$ cat src/rtl/fsec_pkg.sv
// Package: shared constants and types for the flash security controller.
// Assumes an 8-bit option byte with fixed field positions decoded by this block.
package fsec_pkg;
    localparam int OPT_W          = 8;
    localparam int OPT_KEYEN_BIT  = 7;
    localparam int OPT_NORED_BIT  = 6;
    localparam logic [1:0] SEC_OPEN = 2'b10;

    // Fields kept from the option byte after reset.
    typedef struct packed {
        logic       key_en;
        logic       no_redir;
        logic [1:0] sec;
    } opt_fields_t;
endpackage

$ cat src/rtl/fsec_opt_latch.sv
// Option latch: captures the option-byte fields on every clock edge while
// reset is low and holds them until the next reset.
// Assumes opt_in is stable around the reset release.
module fsec_opt_latch
    import fsec_pkg::*;
(
    input  logic             clk,
    input  logic             rst_n,
    input  logic [OPT_W-1:0] opt_in,
    output opt_fields_t      fields_q
);
    logic opt_unused;
    assign opt_unused = ^opt_in[5:2];

    // Load the fields during reset, hold them afterwards.
    always_ff @(posedge clk) begin
        if (!rst_n) begin
            fields_q.key_en   <= opt_in[OPT_KEYEN_BIT];
            fields_q.no_redir <= opt_in[OPT_NORED_BIT];
            fields_q.sec      <= opt_in[1:0];
        end
    end
endmodule

$ cat src/rtl/fsec_key_seq.sv
// Key sequencer: checks in-order key bytes against the stored key.
// It gives a one-cycle unlock or fail indication on the write that ends a
// sequence. After a failure it locks out all further writes until reset.
// Assumes wr_en is already qualified by source, key enable and secure state.
module fsec_key_seq #(
    parameter int KEY_BYTES = 8,
    parameter int BYTE_W    = 8,
    localparam int IDX_W    = $clog2(KEY_BYTES),
    localparam int KEY_W    = KEY_BYTES * BYTE_W
) (
    input  logic              clk,
    input  logic              rst_n,
    input  logic              wr_en,
    input  logic [IDX_W-1:0]  wr_idx,
    input  logic [BYTE_W-1:0] wr_data,
    input  logic [KEY_W-1:0]  key_ref,
    output logic              unlock_hit,
    output logic              fail_hit
);
    localparam logic [IDX_W-1:0] LAST_IDX = IDX_W'(KEY_BYTES - 1);

    logic [IDX_W-1:0] ptr_q;
    logic             all_ok_q;
    logic             locked_q;
    logic             take, in_order, byte_ok, at_last;

    // Decide the fate of the write being presented this cycle.
    always_comb begin
        take       = wr_en && !locked_q;
        in_order   = (wr_idx == ptr_q);
        byte_ok    = (wr_data == key_ref[wr_idx*BYTE_W +: BYTE_W]);
        at_last    = (ptr_q == LAST_IDX);
        unlock_hit = take && in_order && at_last && all_ok_q && byte_ok;
        fail_hit   = take && (!in_order || (at_last && !(all_ok_q && byte_ok)));
    end

    // Advance the slot pointer, accumulate the match and latch the lockout.
    always_ff @(posedge clk) begin
        if (!rst_n) begin
            ptr_q    <= '0;
            all_ok_q <= 1'b1;
            locked_q <= 1'b0;
        end else if (take) begin
            if (fail_hit) begin
                locked_q <= 1'b1;
                ptr_q    <= '0;
            end else if (at_last) begin
                ptr_q    <= '0;
                all_ok_q <= 1'b1;
            end else begin
                ptr_q    <= ptr_q + 1'b1;
                all_ok_q <= all_ok_q && byte_ok;
            end
        end
    end
endmodule

$ cat src/rtl/fsec_erase_trk.sv
// Erase tracker: remembers that a mass erase has completed since reset. It
// reports an unlock when a blank-check pass arrives on a later cycle.
// Assumes erase_done and blank_pass are single-cycle status pulses.
module fsec_erase_trk (
    input  logic clk,
    input  logic rst_n,
    input  logic erase_done,
    input  logic blank_pass,
    output logic blank_hit
);
    logic erased_q;

    // A blank pass counts only once an erase has been seen.
    assign blank_hit = blank_pass && erased_q;

    // Remember a completed erase until reset.
    always_ff @(posedge clk) begin
        if (!rst_n)          erased_q <= 1'b0;
        else if (erase_done) erased_q <= 1'b1;
    end
endmodule

$ cat src/rtl/flash_sec_ctrl.sv
// Flash security controller top. The secure flag is loaded from the option
// byte during reset and cleared by either a matching key sequence or an
// erase plus blank check. Only reset can set it again.
// Assumes all inputs are synchronous to clk.
module flash_sec_ctrl
    import fsec_pkg::*;
#(
    parameter int KEY_BYTES = 8,
    parameter int BYTE_W    = 8,
    localparam int IDX_W    = $clog2(KEY_BYTES),
    localparam int KEY_W    = KEY_BYTES * BYTE_W
) (
    input  logic              clk,
    input  logic              rst_n,
    input  logic [OPT_W-1:0]  opt_byte,
    input  logic [KEY_W-1:0]  key_ref,
    input  logic              kw_valid,
    input  logic              kw_from_dbg,
    input  logic [IDX_W-1:0]  kw_idx,
    input  logic [BYTE_W-1:0] kw_data,
    input  logic              erase_done,
    input  logic              blank_pass,
    output logic              secure_o,
    output logic              no_redir_o
);
    opt_fields_t opt_q;
    logic        key_en_q;
    logic        key_wr_ok;
    logic        key_unlock, key_fail, blank_hit;
    logic        secure_q;

    fsec_opt_latch u_opt (
        .clk      (clk),
        .rst_n    (rst_n),
        .opt_in   (opt_byte),
        .fields_q (opt_q)
    );

    assign key_en_q = opt_q.key_en;

    // A key write counts only from secure code, when enabled, while secured.
    assign key_wr_ok = kw_valid && !kw_from_dbg && key_en_q && secure_q;

    fsec_key_seq #(.KEY_BYTES(KEY_BYTES), .BYTE_W(BYTE_W)) u_key (
        .clk        (clk),
        .rst_n      (rst_n),
        .wr_en      (key_wr_ok),
        .wr_idx     (kw_idx),
        .wr_data    (kw_data),
        .key_ref    (key_ref),
        .unlock_hit (key_unlock),
        .fail_hit   (key_fail)
    );

    fsec_erase_trk u_erase (
        .clk        (clk),
        .rst_n      (rst_n),
        .erase_done (erase_done),
        .blank_pass (blank_pass),
        .blank_hit  (blank_hit)
    );

    // Secure flag: reload on reset, clear on either unlock path.
    always_ff @(posedge clk) begin
        if (!rst_n)                       secure_q <= (opt_byte[1:0] != SEC_OPEN);
        else if (key_unlock || blank_hit) secure_q <= 1'b0;
    end

    logic fail_unused;
    assign fail_unused = key_fail;

    assign secure_o   = secure_q;
    assign no_redir_o = opt_q.no_redir;
endmodule

$ cat config.mk
export PLATFORM = sky130hd
export DESIGN_NAME = flash_sec_ctrl
export DESIGN_NICKNAME = d
export VERILOG_FILES = /design/src/rtl/fsec_pkg.sv /design/src/rtl/fsec_opt_latch.sv /design/src/rtl/fsec_key_seq.sv /design/src/rtl/fsec_erase_trk.sv /design/src/rtl/flash_sec_ctrl.sv
export SDC_FILE = /design/constraint.sdc
export NUM_CORES = 1
export LEC_CHECK = 0
export CORE_MARGIN = 1.5
export CORE_UTILIZATION = 35
export DETAILED_ROUTE_END_ITERATION = 10
export DONT_BUFFER_PORTS = 1
export PLACE_DENSITY_LB_ADDON = 0.1
export SLEW_MARGIN = 20
export SYNTH_ARGS = -nofsm -noshare
export SYNTH_HDL_FRONTEND = slang
export SYNTH_SLANG_ARGS = --single-unit
$ cat constraint.sdc
create_clock -name clk -period 4.2 [get_ports clk]
set_clock_uncertainty 0.05 [all_clocks]
set_input_delay 0.63 -clock clk [delete_from_list [all_inputs] [get_ports clk]]
set_output_delay 0.63 -clock clk [all_outputs]
set_load 0.005 [all_outputs]
* Word level (Yosys, flattened, before mapping)
Cells that the tools add are included.
** Storage, ports and cells
- Register bits after elaboration :: 9
- Bits of input ports :: 89
- Output and inout port bits :: 2
** Cells by class
- Add/subtract/negate cells :: 1
- Eq/ne operators :: 5
- Shifts and indexed selects :: 1
- Multiplexer cells :: 5
- Bitwise gates (word level) :: 1
- Reduce and logical (&&, ||, !) cells :: 20
** Operators by type and width (number)
- 64-bit by 7-bit variable part select with 8-bit output :: 1
- 1-bit logical AND :: 12
- 8-bit == test :: 1
- 3-bit 2-to-1 mux :: 2
- 1-bit logical NOT :: 4
- 2-bit AND reduction :: 2
- 3-bit by 1-bit adder with 3-bit output, second input constant :: 1
- 3-bit == test :: 1
- 3-bit == test, second input constant :: 1
- 1-bit 2-to-1 mux :: 3
- 1-bit logical OR :: 2
- 2-bit by 1-bit != test with 1-bit output, second input constant :: 1
- 2-bit != test, second input constant :: 1
- 1-bit NOT :: 1

* Depth between registers and ports, before layout
- Depth after elaboration :: 12
- Mapped depth :: 8
- Gate-level depth less buffers :: 6

* By module
A second synthesis with hierarchy kept.
** Unflattened totals
- Cells, all modules :: 113
- Area, all modules :: 1173.6 sq um
** Modules (own cells, without submodules)
- fsec_key_seq :: times used 1, cells each 99, area an instance 958.4 sq um
- fsec_opt_latch :: times used 1, cells each 5, area an instance 123.9 sq um
- flash_sec_ctrl :: times used 1, cells each 6, area an instance 56.3 sq um
- fsec_erase_trk :: times used 1, cells each 3, area an instance 35.0 sq um

* Worst setup path after synthesis
No wires, ideal clock.
- Path type :: input -> register
- From :: in kw_idx[1]
- To :: reg secure_q, in the netlist secure_o, enable pin
- Setup time :: 0.292 ns
- Data arrival time :: 2.248 ns
- Required time :: 3.858 ns
- Slack :: 1.610 ns
- Stages :: 8
- Buffers on the path :: 2
- Path through :: clkbuf_1 > buf_2 > mux4_2 > mux2i_1 > xor2_1 > nand4_1 > nor4_4 > a31o_1
** Between the ends
- Word-level cells in the longest chain between the ends :: 7
- Elaborated cells between the ends (all ways) :: 9
** RTL lines
- start: declaration :: RTL line flash_sec_ctrl.sv:19 : input logic [IDX_W-1:0] kw_idx,
- parallel branches: the longest is 4 deep, another holds 64-bit by 7-bit variable part select with 8-bit output
- 1-bit logical AND (*) :: RTL line fsec_key_seq.sv:33 : unlock_hit = take && in_order && at_last && all_ok_q && byte_ok;
- 1-bit logical OR (*) :: RTL line flash_sec_ctrl.sv:66 : else if (key_unlock || blank_hit) secure_q <= 1'b0;
- 2-bit by 1-bit != test with 1-bit output (no line) (*)
- end signal: assignment :: RTL line flash_sec_ctrl.sv:65 : if (!rst_n) secure_q <= (opt_byte[1:0] != SEC_OPEN);
- end: declaration :: RTL line flash_sec_ctrl.sv:30 : logic secure_q;
Mark *: on every way between the ends.
A chain may end at the register's enable or synchronous reset.

* Worst setup path in the final report
- From :: in kw_idx[0]
- To :: reg secure_q, in the netlist secure_o, enable pin
The elaborated chain is that of the path after synthesis.

==> run summary <==
• 1 — CTS H-Tree Depth
• 17 — largest fanout of any net on the critical path
• 85 — Post-Synthesis Cells
• flip-flop — nature of the critical path endpoint
• 19 — count of standard-cell rows
• 0.06 ns — clock slew at the register clock pins of the worst setup and hold paths
• in2reg — path type of the worst setup path
• 0.520 ns — slew at the pin closest to its max-slew limit
• 0.266 — fraction of power consumed by combinational cells
• 272 — final-layout fill cell count
• 0.131 — GRT Util Overall
• 3310 µm² — area of the die
• 176 — net count after synthesis
• u_opt.fields_q[2] — Hold Crit Endpoint
• 0.306 — portion of total power attributed to the clock network
• 0 — remaining antenna violation count after routing
• 176 — number of nets in the layout
• 9 — number of synthesized register bits
• 3.28 mm — first-pass GRT wire length
• 2.21 ns — CP Data Arrival Time
• 1060 µm² — Final Instance Area
• 729 — overall via count from detail_route
• false — setup repair after global routing missed its margin
• 1.92% — Area Growth Syn to Fin
• 794 — number of global-route vias before repair
• 0 — Fin. Hold Viols
• 6 — worst r2r path cells
• 0 — antenna violations before repair
• 2.19 mm — sum of routed wire length over all layers
• 223 µW — total power draw
• 12.2 µm² — Avg Inst Size Synth
• 0.51 ns — critical path's largest stage delay
• 0 — number of cells upsized or downsized after cts
• built — TritonCTS clock tree
• 4 — 1st-pass router iterations
• 57.5 µm — Chip Height
• u_key.ptr_q[2] — Worst R2R Start
• 1.82 mm — detailed placer's ending HPWL
• 0.428 — sequential power share
• 4.13 ns — required time of the worst setup path
• 2 — maximum clock insertion buffer count
• 170 µW — total internal power
• 0 — number of warnings reported in the yosys synthesis log
• 210 nW/µm² — total power density per cell area
• sky130_fd_sc_hd__clkbuf_4 — clk root buf
• 91 — I/O pin count
• 0.167 — ratio of cells with drive above 1 in the final layout
• 0.412 ns — minimum hold slack
• opt_byte[6] — source of the worst hold timing path
• 12 — DRT iter0 DRCs
• 0 — max-cap violations
• 0 — post-CTS setup-driven buffer insertion count
• 0 ns — setup TNS after final layout
• 0.731 — GPL Wtd Cong
• sky130_fd_sc_hd__mux4_1 — slowest stage cell, crit path
• in2reg — type of the tightest min-delay check
• 0.412 nW — Static Leakage
• 0 — global route total overflow
• 18 — maximum number of pins on one net before global-route repair
• 2.39 ns — r2r setup slk
• 6.34 — ratio of routed vias to standard cells
• 53.2 µW — net switching power
• 0.239 — switching power share of the total
• 2.28 ns — min Tclk post-route
• secure_o — endpoint of the most critical register-to-register path
• 0.202 — portion of the post-synthesis area used by sequential elements
• 0 — diodes inserted
• 19.0 µm — average wire per standard cell
• 0 — CTS hold repair buffers
• 0 — count of pins over their slew limit
• 0.651 — Max transition margin
• 0 — number of setup violations in the final report
• primary input — category of the worst setup path launch point
• 0.542 — fraction of the cycle the final worst path needs
• complete, no violations — outcome
• 0 — quantity of I/O buffers inserted on ports
• 0.374 — Initial Util
• 9 — sinks on the clock net
• 3 — CTS Buf Count
• 2780 µm² — CORE AREA
• 439 MHz — fmax
• 1030 µm² — placed cell area
• mux4_1 > mux2i_1 > xor2_1 > nand3_1 > nor4_4 > a31o_1 — CP cell instances
• 0.26 ns — clock latency on the worst-skew pair
• 0 — drc violations
• 157 µV — Peak VDD IR
• 0 — count of cells along the worst hold path
• 57.5 µm — die extent in x
• 1040 µm² — Post-Syn Area
• 29 — distinct cell type count of the synthesized netlist
-- how the worst max path moves through the flow --
stage / start / to / slack, ns / depth (start not counted)
floorplan: kw_idx[1] / secure_o / 1.61 / 8
global placement: kw_idx[0] / secure_o / 1.63 / 6
detailed placement: kw_idx[0] / secure_o / 1.64 / 6
CTS: kw_idx[0] / secure_o / 1.91 / 6
global route: kw_idx[0] / secure_o / 1.79 / 6
finish: kw_idx[0] / secure_o / 1.92 / 6
-- worst max-delay path: cells and delay by family --
family           cells  cell delay (ns)
XOR/XNOR             1             0.16
multiplexers         2             0.70
AO/OA/AOI/OAI        1             0.20
AND/OR/NAND/NOR      2             0.51
-- flip-flops by register name, summed over array words and instances, names as in the netlist --
register,cells
secure_o,1
u_erase.erased_q,1
u_key.all_ok_q,1
u_key.locked_q,1
u_key.ptr_q,3
u_opt.fields_q,2
-- cells in the mapped netlist --
library cell,number,area share
sky130_fd_sc_hd__o21ai_0,1,0.0048
sky130_fd_sc_hd__a41o_1,2,0.019
sky130_fd_sc_hd__mux2i_1,8,0.077
sky130_fd_sc_hd__nand3_1,4,0.019
sky130_fd_sc_hd__a21o_1,1,0.0072
sky130_fd_sc_hd__o211ai_1,1,0.0072
sky130_fd_sc_hd__nand4_1,1,0.0060
sky130_fd_sc_hd__or3_1,2,0.012
sky130_fd_sc_hd__a221o_1,1,0.0096
sky130_fd_sc_hd__xor2_1,6,0.050
sky130_fd_sc_hd__nand2_1,5,0.018
sky130_fd_sc_hd__xnor2_1,4,0.034
sky130_fd_sc_hd__a21oi_1,1,0.0048
sky130_fd_sc_hd__mux4_1,6,0.15
sky130_fd_sc_hd__dfxtp_1,6,0.12
sky130_fd_sc_hd__buf_6,1,0.011
sky130_fd_sc_hd__buf_2,2,0.0096
sky130_fd_sc_hd__nor4_4,1,0.020
sky130_fd_sc_hd__nand2b_1,2,0.012
sky130_fd_sc_hd__ha_1,2,0.024
sky130_fd_sc_hd__nor2_1,5,0.018
sky130_fd_sc_hd__nor3_1,2,0.0096
sky130_fd_sc_hd__clkbuf_1,1,0.0036
sky130_fd_sc_hd__edfxtp_1,3,0.087
sky130_fd_sc_hd__mux4_2,10,0.22
sky130_fd_sc_hd__a22oi_1,2,0.014
sky130_fd_sc_hd__buf_12,1,0.019
sky130_fd_sc_hd__a31o_1,1,0.0084
sky130_fd_sc_hd__inv_1,3,0.011
-- area by class of cell --
type / count / area [µm²] / share of cell area
tap: 31 / 38.8 / 0.0366
inverter: 3 / 11.3 / 0.0106
clock buffer: 4 / 26.3 / 0.0248
sequential: 9 / 210 / 0.198
multi-input combinational: 68 / 774 / 0.730
-- cell usage in the layout, fill, tap and decap left out, types with 3 or more instances in the layout --
master                     count
sky130_fd_sc_hd__nand3_1       4
sky130_fd_sc_hd__clkbuf_4      3
sky130_fd_sc_hd__inv_1         3
sky130_fd_sc_hd__xnor2_1       4
sky130_fd_sc_hd__edfxtp_1      3
sky130_fd_sc_hd__mux2i_1       8
sky130_fd_sc_hd__mux4_2       10
sky130_fd_sc_hd__xor2_1        6
sky130_fd_sc_hd__dfxtp_1       6
sky130_fd_sc_hd__mux4_1        6
sky130_fd_sc_hd__nand2_1       5
sky130_fd_sc_hd__nor2_1        5
-- per-layer routing --
layer  GRT usage  part of all wire  vias up
li1            -                 -      345
met1       0.158              0.38      327
met2       0.222              0.50       55
met3      0.0408              0.11        2
met4      0.0399            0.0046        0
met5           0                 0        -
-- stage by stage --
stage	setup WS, ns	cells	utilization
final	1.92	115	0.381
after global placement	1.63	111	0.372
after global routing	1.79	115	0.381
after CTS	1.91	115	0.381
after detailed placement	1.64	111	0.372
after floorplan	1.61	85	-
-- power by group through the flow --
stage / clock (mW) / combinational (mW) / sequential (mW)
after floorplan: 0 / 0.0649 / 0.0971
after global placement: 0 / 0.0601 / 0.0974
after detailed placement: 0 / 0.0603 / 0.0974
after CTS: 0.0697 / 0.0605 / 0.0954
after global routing: 0.0730 / 0.0641 / 0.0957
final: 0.0681 / 0.0593 / 0.0954
-- cell families (layout without fill, tap and decap cells) --
| group | Yosys count | count (layout) | share of synthesized area |
|---|---|---|---|
| AO/OA/AOI/OAI | 10 | 10 | 0.0757 |
| XOR/XNOR | 10 | 10 | 0.0841 |
| adder cells (fa/ha/maj) | 2 | 2 | 0.0240 |
| buffers and inverters | 8 | 7 | 0.0541 |
| flip-flops | 9 | 9 | 0.202 |
| multiplexers | 24 | 24 | 0.445 |
| AND/OR/NAND/NOR | 22 | 22 | 0.115 |
Power figures use the tool's default switching activity.
